===== src/rtl/rxq_pkg.sv =====
package rxq_pkg;
  localparam int REG_W = 16;

  typedef enum logic [1:0] {
    RA_STATUS = 2'd0,
    RA_CTRL   = 2'd1,
    RA_LEVEL  = 2'd2,
    RA_COUNT  = 2'd3
  } rxq_addr_e;

  localparam int ST_EMPTY = 0;
  localparam int ST_ALARM = 1;
  localparam int ST_FULL  = 2;
  localparam int ST_OVF   = 4;
  localparam int ST_UDF   = 5;
  localparam int ST_ERR   = 6;

  localparam int GRAN_W   = 3;
  localparam int CT_FRAME = 3;

  typedef struct packed {
    logic ovf;
    logic udf;
    logic oob;
  } rxq_events_t;
endpackage


===== src/rtl/rxq_storage.sv =====
module rxq_storage
  import rxq_pkg::*;
#(
  parameter int WIDTH = 8,
  parameter int DEPTH = 16,
  localparam int PTR_W = (DEPTH > 1) ? $clog2(DEPTH) : 1,
  localparam int CNT_W = $clog2(DEPTH + 1)
) (
  input  logic             clk,
  input  logic             rst_n,
  input  logic             push_req,
  input  logic [WIDTH-1:0] push_data,
  input  logic             pop_req,
  output logic [WIDTH-1:0] pop_data,
  output logic [CNT_W-1:0] count,
  output logic             full,
  output logic             empty,
  output rxq_events_t      events
);
  localparam logic [PTR_W-1:0] LAST_IDX = PTR_W'(DEPTH - 1);
  localparam logic [CNT_W-1:0] CNT_MAX  = CNT_W'(DEPTH);

  logic [WIDTH-1:0] mem_q [DEPTH];
  logic [PTR_W-1:0] wr_ptr_q, wr_ptr_d;
  logic [PTR_W-1:0] rd_ptr_q, rd_ptr_d;
  logic [CNT_W-1:0] cnt_q, cnt_d;
  logic [WIDTH-1:0] dout_q, dout_d;
  logic             push_ok, pop_ok;
  logic             oob;

  assign full    = (cnt_q == CNT_MAX);
  assign empty   = (cnt_q == '0);
  assign push_ok = push_req & ~full;
  assign pop_ok  = pop_req & ~empty;

  generate
    if ((1 << PTR_W) == DEPTH) begin : g_pow2
      assign oob = 1'b0;
    end else begin : g_npow2
      assign oob = (wr_ptr_q > LAST_IDX) | (rd_ptr_q > LAST_IDX);
    end
  endgenerate

  always_comb begin
    wr_ptr_d = wr_ptr_q;
    rd_ptr_d = rd_ptr_q;
    cnt_d    = cnt_q;
    dout_d   = dout_q;
    if (push_ok) begin
      wr_ptr_d = (wr_ptr_q == LAST_IDX) ? '0 : wr_ptr_q + 1'b1;
    end
    if (pop_ok) begin
      rd_ptr_d = (rd_ptr_q == LAST_IDX) ? '0 : rd_ptr_q + 1'b1;
      dout_d   = mem_q[rd_ptr_q];
    end
    case ({push_ok, pop_ok})
      2'b10:   cnt_d = cnt_q + 1'b1;
      2'b01:   cnt_d = cnt_q - 1'b1;
      default: cnt_d = cnt_q;
    endcase
  end

  always_ff @(posedge clk) begin
    if (push_ok) begin
      mem_q[wr_ptr_q] <= push_data;
    end
  end

  always_ff @(posedge clk or negedge rst_n) begin
    if (!rst_n) begin
      wr_ptr_q <= '0;
      rd_ptr_q <= '0;
      cnt_q    <= '0;
      dout_q   <= '0;
    end else begin
      wr_ptr_q <= wr_ptr_d;
      rd_ptr_q <= rd_ptr_d;
      cnt_q    <= cnt_d;
      dout_q   <= dout_d;
    end
  end

  assign pop_data   = dout_q;
  assign count      = cnt_q;
  assign events.ovf = push_req & full;
  assign events.udf = pop_req & empty;
  assign events.oob = oob;


  full_empty_excl_chk: assert property (@(posedge clk) disable iff (!rst_n)
    !(full && empty));


  full_push_hold_chk: assert property (@(posedge clk) disable iff (!rst_n)
    (full && push_req && !pop_req) |=> (cnt_q == $past(cnt_q)));


  empty_pop_hold_chk: assert property (@(posedge clk) disable iff (!rst_n)
    (empty && pop_req) |=> $stable(dout_q));
endmodule


===== src/rtl/rxq_flags.sv =====
module rxq_flags
  import rxq_pkg::*;
(
  input  logic        clk,
  input  logic        rst_n,
  input  rxq_events_t events,
  input  logic        clr_ovf,
  input  logic        clr_udf,
  input  logic        clr_err,
  output logic        ovf,
  output logic        udf,
  output logic        err
);
  logic ovf_q, ovf_d;
  logic udf_q, udf_d;
  logic err_q, err_d;

  always_comb begin
    ovf_d = events.ovf | (ovf_q & ~clr_ovf);
    udf_d = events.udf | (udf_q & ~clr_udf);
    err_d = events.ovf | events.udf | events.oob | (err_q & ~clr_err);
  end

  always_ff @(posedge clk or negedge rst_n) begin
    if (!rst_n) begin
      ovf_q <= 1'b0;
      udf_q <= 1'b0;
      err_q <= 1'b0;
    end else begin
      ovf_q <= ovf_d;
      udf_q <= udf_d;
      err_q <= err_d;
    end
  end

  assign ovf = ovf_q;
  assign udf = udf_q;
  assign err = err_q;


  ovf_sets_chk: assert property (@(posedge clk) disable iff (!rst_n)
    events.ovf |=> ovf_q);


  err_on_udf_chk: assert property (@(posedge clk) disable iff (!rst_n)
    events.udf |=> err_q);
endmodule


===== src/rtl/rxq_alarm.sv =====
module rxq_alarm
  import rxq_pkg::*;
#(
  parameter int CNT_W = 5
) (
  input  logic              clk,
  input  logic              rst_n,
  input  logic [CNT_W-1:0]  count,
  input  logic [CNT_W-1:0]  level,
  input  logic [GRAN_W-1:0] gran,
  input  logic              frame_en,
  output logic              alarm
);
  logic             alarm_q, alarm_d;
  logic [CNT_W-1:0] gran_ext;
  logic             above_gran;

  assign gran_ext   = CNT_W'(gran);
  assign above_gran = (count > gran_ext);

  always_comb begin
    if (frame_en) begin
      alarm_d = 1'b0;
    end else if (alarm_q) begin
      alarm_d = above_gran;
    end else begin
      alarm_d = (count >= level) && above_gran;
    end
  end

  always_ff @(posedge clk or negedge rst_n) begin
    if (!rst_n) begin
      alarm_q <= 1'b0;
    end else begin
      alarm_q <= alarm_d;
    end
  end

  assign alarm = alarm_q;


  frame_blocks_chk: assert property (@(posedge clk) disable iff (!rst_n)
    frame_en |=> !alarm_q);


  release_chk: assert property (@(posedge clk) disable iff (!rst_n)
    (alarm_q && (count <= gran_ext)) |=> !alarm_q);
endmodule


===== src/rtl/rx_byte_queue.sv =====
module rx_byte_queue
  import rxq_pkg::*;
#(
  parameter int WIDTH = 8,
  parameter int DEPTH = 16
) (
  input  logic             clk,
  input  logic             rst_n,
  input  logic             wr_en,
  input  logic [WIDTH-1:0] wr_data,
  input  logic             rd_en,
  output logic [WIDTH-1:0] rd_data,
  input  logic [1:0]       reg_addr,
  input  logic             reg_we,
  input  logic [15:0]      reg_wdata,
  output logic [15:0]      reg_rdata,
  output logic             full_o,
  output logic             empty_o,
  output logic             alarm_o
);
  localparam int CNT_W = $clog2(DEPTH + 1);

  logic              sync1_q, sync2_q;
  logic              rst_sync_n;
  logic [CNT_W-1:0]  count;
  logic              full, empty, alarm;
  rxq_events_t       events;
  logic              ovf, udf, err;
  logic              st_we, ct_we, lv_we;
  logic              frame_q, frame_d;
  logic [GRAN_W-1:0] gran_q, gran_d;
  logic [CNT_W-1:0]  level_q, level_d;
  logic              unused_wdata;

  always_ff @(posedge clk or negedge rst_n) begin
    if (!rst_n) begin
      sync1_q <= 1'b0;
      sync2_q <= 1'b0;
    end else begin
      sync1_q <= 1'b1;
      sync2_q <= sync1_q;
    end
  end
  assign rst_sync_n = sync2_q;

  assign st_we = reg_we && (reg_addr == RA_STATUS);
  assign ct_we = reg_we && (reg_addr == RA_CTRL);
  assign lv_we = reg_we && (reg_addr == RA_LEVEL);

  always_comb begin
    frame_d = frame_q;
    gran_d  = gran_q;
    level_d = level_q;
    if (ct_we) begin
      frame_d = reg_wdata[CT_FRAME];
      gran_d  = reg_wdata[GRAN_W-1:0];
    end
    if (lv_we) begin
      level_d = reg_wdata[CNT_W-1:0];
    end
  end

  always_ff @(posedge clk or negedge rst_sync_n) begin
    if (!rst_sync_n) begin
      frame_q <= 1'b1;
      gran_q  <= GRAN_W'(1);
      level_q <= '0;
    end else begin
      frame_q <= frame_d;
      gran_q  <= gran_d;
      level_q <= level_d;
    end
  end

  assign unused_wdata = ^{reg_wdata[15:CNT_W], reg_wdata[3:0]};

  rxq_storage #(.WIDTH(WIDTH), .DEPTH(DEPTH)) u_store (
    .clk       (clk),
    .rst_n     (rst_sync_n),
    .push_req  (wr_en),
    .push_data (wr_data),
    .pop_req   (rd_en),
    .pop_data  (rd_data),
    .count     (count),
    .full      (full),
    .empty     (empty),
    .events    (events)
  );

  rxq_flags u_flags (
    .clk     (clk),
    .rst_n   (rst_sync_n),
    .events  (events),
    .clr_ovf (st_we & reg_wdata[ST_OVF]),
    .clr_udf (st_we & reg_wdata[ST_UDF]),
    .clr_err (st_we & reg_wdata[ST_ERR]),
    .ovf     (ovf),
    .udf     (udf),
    .err     (err)
  );

  rxq_alarm #(.CNT_W(CNT_W)) u_alarm (
    .clk      (clk),
    .rst_n    (rst_sync_n),
    .count    (count),
    .level    (level_q),
    .gran     (gran_q),
    .frame_en (frame_q),
    .alarm    (alarm)
  );

  always_comb begin
    reg_rdata = '0;
    case (reg_addr)
      RA_STATUS: begin
        reg_rdata[ST_EMPTY] = empty;
        reg_rdata[ST_ALARM] = alarm;
        reg_rdata[ST_FULL]  = full;
        reg_rdata[ST_OVF]   = ovf;
        reg_rdata[ST_UDF]   = udf;
        reg_rdata[ST_ERR]   = err;
      end
      RA_CTRL: begin
        reg_rdata[CT_FRAME]     = frame_q;
        reg_rdata[GRAN_W-1:0]   = gran_q;
      end
      RA_LEVEL: reg_rdata[CNT_W-1:0] = level_q;
      default:  reg_rdata[CNT_W-1:0] = count;
    endcase
  end

  assign full_o  = full;
  assign empty_o = empty;
  assign alarm_o = alarm;


  w1c_only_chk: assert property (@(posedge clk) disable iff (!rst_sync_n)
    (st_we && !reg_wdata[ST_OVF] && !events.ovf && ovf) |=> ovf);
endmodule


===== config.mk =====
export PLATFORM = sky130hd
export DESIGN_NAME = rx_byte_queue
export DESIGN_NICKNAME = d
export VERILOG_FILES = /design/src/rtl/rxq_pkg.sv /design/src/rtl/rxq_storage.sv /design/src/rtl/rxq_flags.sv /design/src/rtl/rxq_alarm.sv /design/src/rtl/rx_byte_queue.sv
export SDC_FILE = /design/constraint.sdc
export NUM_CORES = 1
export LEC_CHECK = 0
export BUFFER_PORTS_ARGS = -buffer_cell sky130_fd_sc_hd__buf_2
export CAP_MARGIN = 20
export CORE_MARGIN = 2
export CORE_UTILIZATION = 56
export DETAILED_ROUTE_END_ITERATION = 10
export PLACE_DENSITY = 0.75
export SETUP_SLACK_MARGIN = 0.15
export SKIP_CTS_REPAIR_TIMING = 1
export SYNTH_ARGS = -nofsm -noshare
export SYNTH_HDL_FRONTEND = slang
export SYNTH_SLANG_ARGS = --single-unit

===== constraint.sdc =====
create_clock -name clk -period 2.95 [get_ports clk]
set_clock_uncertainty 0.2 [all_clocks]
set_input_delay 0.7375 -clock clk [delete_from_list [all_inputs] [get_ports clk]]
set_output_delay 0.7375 -clock clk [all_outputs]
set_load 0.05 [all_outputs]

# Word-level counts from Yosys, hierarchy flattened

Memories as Yosys holds them, arrays and structs flattened. A register that Yosys moved wholly into a read port is not among the register bits.
Cells that the tools add are included.

Bits in writable memories: 128
Bits of input ports: 31
Flip-flop bits (word level): 28
Logic and storage cells: 64
Latch bits: 0
Bits in read-only memories: 0
Memories: 1

Memory list:

| name          | words | width | read ports | clocked after memory_dff | write ports | RTL line          | text |
|---|---|---|---|---|---|---|---|
| u_store.mem_q | 16    | 8     | 1          | 1                        | 1           | rxq_storage.sv:23 | `logic [WIDTH-1:0] mem_q [DEPTH];` |

Magnitude comparators: 2
Div/mod/pow operators: 0
Shifts and indexed selects: 0
Bitwise logic cells: 19
Reductions and logical operators: 8
Multipliers: 0
Equal/unequal tests: 7
$add $sub $neg: 4
Muxes and demuxes: 11

Operators by type and width:

| kind                | number |
|---|---|
| $and 1x1->1         | 10 |
| $pmux 5 s2          | 1 |
| $pmux 3 s3          | 1 |
| $add 4x1->4 const B | 2 |
| $eq 4x4->1 const B  | 2 |
| $mux 4              | 2 |
| $pmux 1 s3          | 2 |
| $add 5x1->5 const B | 1 |
| $eq 5x5->1 const B  | 1 |
| $ge 5x5->1          | 1 |
| $gt 5x3->1          | 1 |
| $logic_not 5->1     | 1 |
| $not 1->1           | 5 |
| $sub 5x1->5 const B | 1 |
| $eq 2x1->1 const B  | 2 |
| $eq 2x2->1 const B  | 2 |
| $logic_and 1x1->1   | 4 |
| $mux 1              | 4 |
| $or 1x1->1          | 4 |
| $logic_not 2->1     | 1 |
| $mux 2              | 1 |
| $reduce_bool 2->1   | 1 |
| $logic_not 1->1     | 1 |

# Longest topological paths before layout

Depth after elaboration: 6
Gate-level depth with buffers: 14
Mapped depth without buffers: 11

# Modules after synthesis

From an unflattened synthesis, not the netlist that was laid out.

Cell total of the unflattened synthesis: 444
Area, all modules: 7061.8 um^2

By module, submodules not included:

| module        | instances | area an instance (um^2) | cells each | sequential area each (um^2) |
|---|---|---|---|---|
| rxq_storage   | 1         | 6029.5                  | 356        | 4369.2 |
| rx_byte_queue | 1         | 685.7                   | 49         | 277.8 |
| rxq_alarm     | 1         | 229.0                   | 29         | 25.0 |
| rxq_flags     | 1         | 117.6                   | 10         | 75.1 |

# Worst setup path after synthesis

OpenSTA, ideal clock, no wires.

Kind: input port to flip-flop
Start: in rd_en
End: reg u_store.cnt_q[4], in the netlist u_store.count[4]
Path buffers: 2
Setup slack: -0.062 ns
Stages on the path: 10
Required time: 2.627 ns
Arrival: 2.689 ns
Cells stage by stage: a21boi_1 > clkbuf_1 > ha_1 > clkbuf_1 > xor2_1 > ha_1 > o211a_1 > o31ai_1 > a31oi_1 > xnor2_1

Cells in the longest elaborated chain, start to end: 3
Elaborated cells between the ends (all ways): 5
Classes of those cells: 2 x eq/ne; 1 x mux; 1 x bitwise; 1 x reduce/logical

RTL lines:

| item                                            | RTL line            | text |
|---|---|---|
| from (decl)                                     | rx_byte_queue.sv:11 | `input logic rd_en,` |
| $and 1x1->1 *                                   | rxq_storage.sv:34   | `assign pop_ok = pop_req & ~empty;` |
| via u_store.pop_ok                              | rxq_storage.sv:28   | `logic push_ok, pop_ok;` |
| $eq 2x1->1 or $eq 2x2->1 (tied branches)        | rxq_storage.sv:56   | `case ({push_ok, pop_ok})` |
| $pmux 5 s2 or $reduce_bool 2->1 (tied branches) | -                   |  |
| to (signal assigned)                            | rxq_storage.sv:78   | `cnt_q <= cnt_d;` |
| to (decl)                                       | rxq_storage.sv:26   | `logic [CNT_W-1:0] cnt_q, cnt_d;` |

Mark *: on every way through the listed nets, which the timed path passes. The rest lies on a longest branch.
A chain may end at the register's enable or synchronous reset.

# Worst setup path after layout

Start: reg u_store.cnt_q[3], in the netlist u_store.count[3]
End: out reg_rdata[2]

Cells in the longest elaborated chain, start to end: 2

RTL lines:

| item       | RTL line             | text |
|---|---|---|
| $eq 5x5->1 | rxq_storage.sv:31    | `assign full = (cnt_q == CNT_MAX);` |
| $pmux 3 s3 | rx_byte_queue.sv:114 | `case (reg_addr)` |
| to (decl)  | rx_byte_queue.sv:16  | `output logic [15:0] reg_rdata,` |

No other way between the ends.

==> results.md <==
* First-pass GRT wire length at 20.8 mm
* Antenna violations before repair at 0
* DIE WIDTH at 116 um
* Hold Crit Class: flop to async pin
* Vias at 3773
* DRT antenna net count at 0
* Worst R2R Setup Slack at 0.28 ns
* TritonCTS clock tree: yes
* GRT Total Usage at 0.216
* GRT Residual Overflow at 0
* ANT cells at 0
* Post-synth EDFFs at 128
* Sink Count at 164
* 1st-iter DRT viols at 474
* Final Cycle Share at 0.927
* Synth Area in Compound Gates at 0.0501
* First drt pass iteration count at 4
* Final nets at 533
* Status: finished clean
* CTS Root Cell: clkbuf_16
* Vias in the first global route at 3756
* Gate Count Post-Synth at 415
* Worst slew margin at 0.459
* CTS clk-pin slew, worst paths at 0.06 ns
* Ys Warns at 0
* Critical path class: flop to output port
* Clock tree buffer depth at 2
* Post-synthesis sequential area ratio at 0.679
* Final min period at 2.74 ns
* Die Span Y at 116 um
* Via/cell ratio at 5.67
* WL final at 13.4 mm
* Main combinational cell family by area after synthesis: multiplexers
* Crit end category: output port
* Share of layout cells above drive strength 1 at 0.337
* Fin util at 0.669
* Post-synthesis mux area share at 0.146
* Number of remaining DRC errors at 0
* Slew @ Worst Pin at 0.812 ns
* DR WL/cell at 20.1 um
* Mean area per synthesized cell at 16.8 um2
* Final TNS setup at 0 ns
* Max rail drop VDD at 0.495 mV
* Arr. time, crit path at 1.80 ns
* Synth area leaders: edfxtp_1 (55%), dfrtp_1 (12%), mux4_2 (11%)
* RR Startpoint: u_store.count[3]$_DFFE_PN0P_
* Most used DFF post-synth: edfxtp_1
* Crit Reg-Reg Endpoint: u_store.count[4]$_DFFE_PN0P_
* Row cnt at 40
* Setup repair after global routing missed its margin: yes
* Fraction of the mapped netlist area in adder cells at 0.0304
* TritonCTS Buffers at 17
* WP data required at 2.01 ns
* Final setup violation count at 0
* Die Area at 13400 um2
* Starting Density at 0.577
* Number of max-cap violations at 0
* Distinct cells, synth at 47
* Post-synthesis xor/xnor area fraction at 0.0100
* Cell Area, Synth at 6990 um2
* Pin count of the biggest net entering global routing at 38
* Synthesis-to-finish area growth at 15.9%
* H-tree levels at 4
* PD cells at 955 nW/um2
* Async set-reset flop share out of synthesis at 0.220
* IO Port Bufs at 39
* R2R cell count at 11
* Final Power at 7.73 mW
* Core Footprint at 12100 um2
* Ports at 58
* GPL Wtd Cong at 0.813
* Yosys reg bits at 164
* Synth Area in Simple Gates at 0.0489
* Area share of the largest cell type after synthesis at 0.550
* Final Hold Violating Endpoints at 0
* Max Freq at 366 MHz
* Clk Latency, worst-skew pair at 0.42 ns
* LEAKAGE at 2.97 nW
* HPWL Detailed at 8.84 mm
* Leading area contributor after synthesis: edfxtp_1
* CP startpoint kind: flop
* CP max FO at 3
* Max-slew violations at 0
==> synth_stat cells (all sizes together), types with 11 or more instances <==
| master | n |
|---|---|
| edfxtp | 128 |
| mux4 | 35 |
| dfrtp | 34 |
| nand2 | 23 |
| buf | 22 |
| mux2 | 20 |
| ha | 17 |
| nor2 | 15 |
| inv | 13 |
| a21oi | 12 |
| nor2b | 11 |
| o21ai | 11 |
==> power breakdown <==
group	total, mW	internal, mW	switching (mW)
combinational	2.62	1.17	1.45
sequential	3.15	2.87	0.283
clock	1.97	1.07	0.890
==> through the flow <==
stage | setup WS (ns) | hold slack (ns) | cell area, um2 | std cells
2_1_floorplan | 0.168 | 0.131 | 7060 | 423
3_3_place_gp | 0.237 | 0.142 | 7470 | 626
3_5_place_dp | 0.158 | 0.146 | 7470 | 626
4_1_cts | 0.0365 | -0.120 | 8010 | 658
5_1_grt | 0.0907 | 0.167 | 8100 | 666
6_report | 0.215 | 0.138 | 8100 | 666
==> sequential cells by signal (all words and copies together) (netlist names), 3 cells and up <==
register          flops
u_store.rd_ptr_q      4
u_store.wr_ptr_q      4
u_store.mem_q       128
u_store.count         5
gran_q                3
u_store.pop_data      8
level_q               5
==> worst max path at each step <==
stage	from	end	slack, ns	depth (start not counted)
2_1_floorplan	u_store.count[1]$_DFFE_PN0P_	u_store.count[4]$_DFFE_PN0P_	0.17	14
3_3_place_gp	u_store.count[0]$_DFFE_PN0P_	u_store.count[4]$_DFFE_PN0P_	0.24	11
6_report	u_store.count[3]$_DFFE_PN0P_	reg_rdata[2]	0.21	5
4_1_cts	u_store.count[0]$_DFFE_PN0P_	reg_rdata[0]	0.04	4
5_1_grt	u_store.count[3]$_DFFE_PN0P_	u_store.count[4]$_DFFE_PN0P_	0.09	11
3_5_place_dp	u_store.count[0]$_DFFE_PN0P_	u_store.count[4]$_DFFE_PN0P_	0.16	11
==> cells in the final DEF, fill, tap and decap left out, drive strengths merged, types with 2 or more instances in the layout <==
cell type and instances:
dfrtp 34, xnor2 4, nor3 4, a21oi 12, clkbuf 17, and2 4
xor2 4, nand3 7, nand2b 3, nor2 15, mux2 20, clkinvlp 7
mux4 35, o31ai 2, o21ai 11, o22ai 8, ha 17, clkinv 4
buf 73, conb 10, edfxtp 128, a31oi 2, nor2b 11, a22o 2
nand2 23, inv 17, a211oi 9, dfstp 2
==> worst max-delay path, cell delays in order (launching register included) <==
cell and delay [ns]:
dfrtp_1 0.41, nor4_4 0.35, nand2_1 0.13, inv_2 0.09, mux4_2 0.25, buf_8 0.15
==> layout make-up <==
cell class,instances,area (um2)
tap,168,210
multi-input combinational,215,2060
timing repair buffer,74,502
clock buffer,17,425
clock inverter,15,106
fill,822,4010
inverter,13,48.8
sequential,164,4750
==> per-layer routing <==
layer  share of wire  GRT usage  wire length (um)  up-vias
met5               0          0                 0        -
met4          0.0069     0.0540                93        0
met3           0.071     0.0622               950        7
met2            0.52      0.363              6930      138
met1            0.40      0.284              5410     1907
li1                -          -                 -     1721
==> cells by family (layout without fill, tap and decap cells) <==
group | count (synthesis) | in the layout
compound gates | 55 | 55
xor+xnor | 8 | 8
fa+ha+maj | 17 | 17
buf+inv | 44 | 119
flops | 164 | 164
mux | 55 | 55
other cells | 2 | 10
simple gates | 70 | 70
No activity file was read; power rests on OpenSTA's default activity.
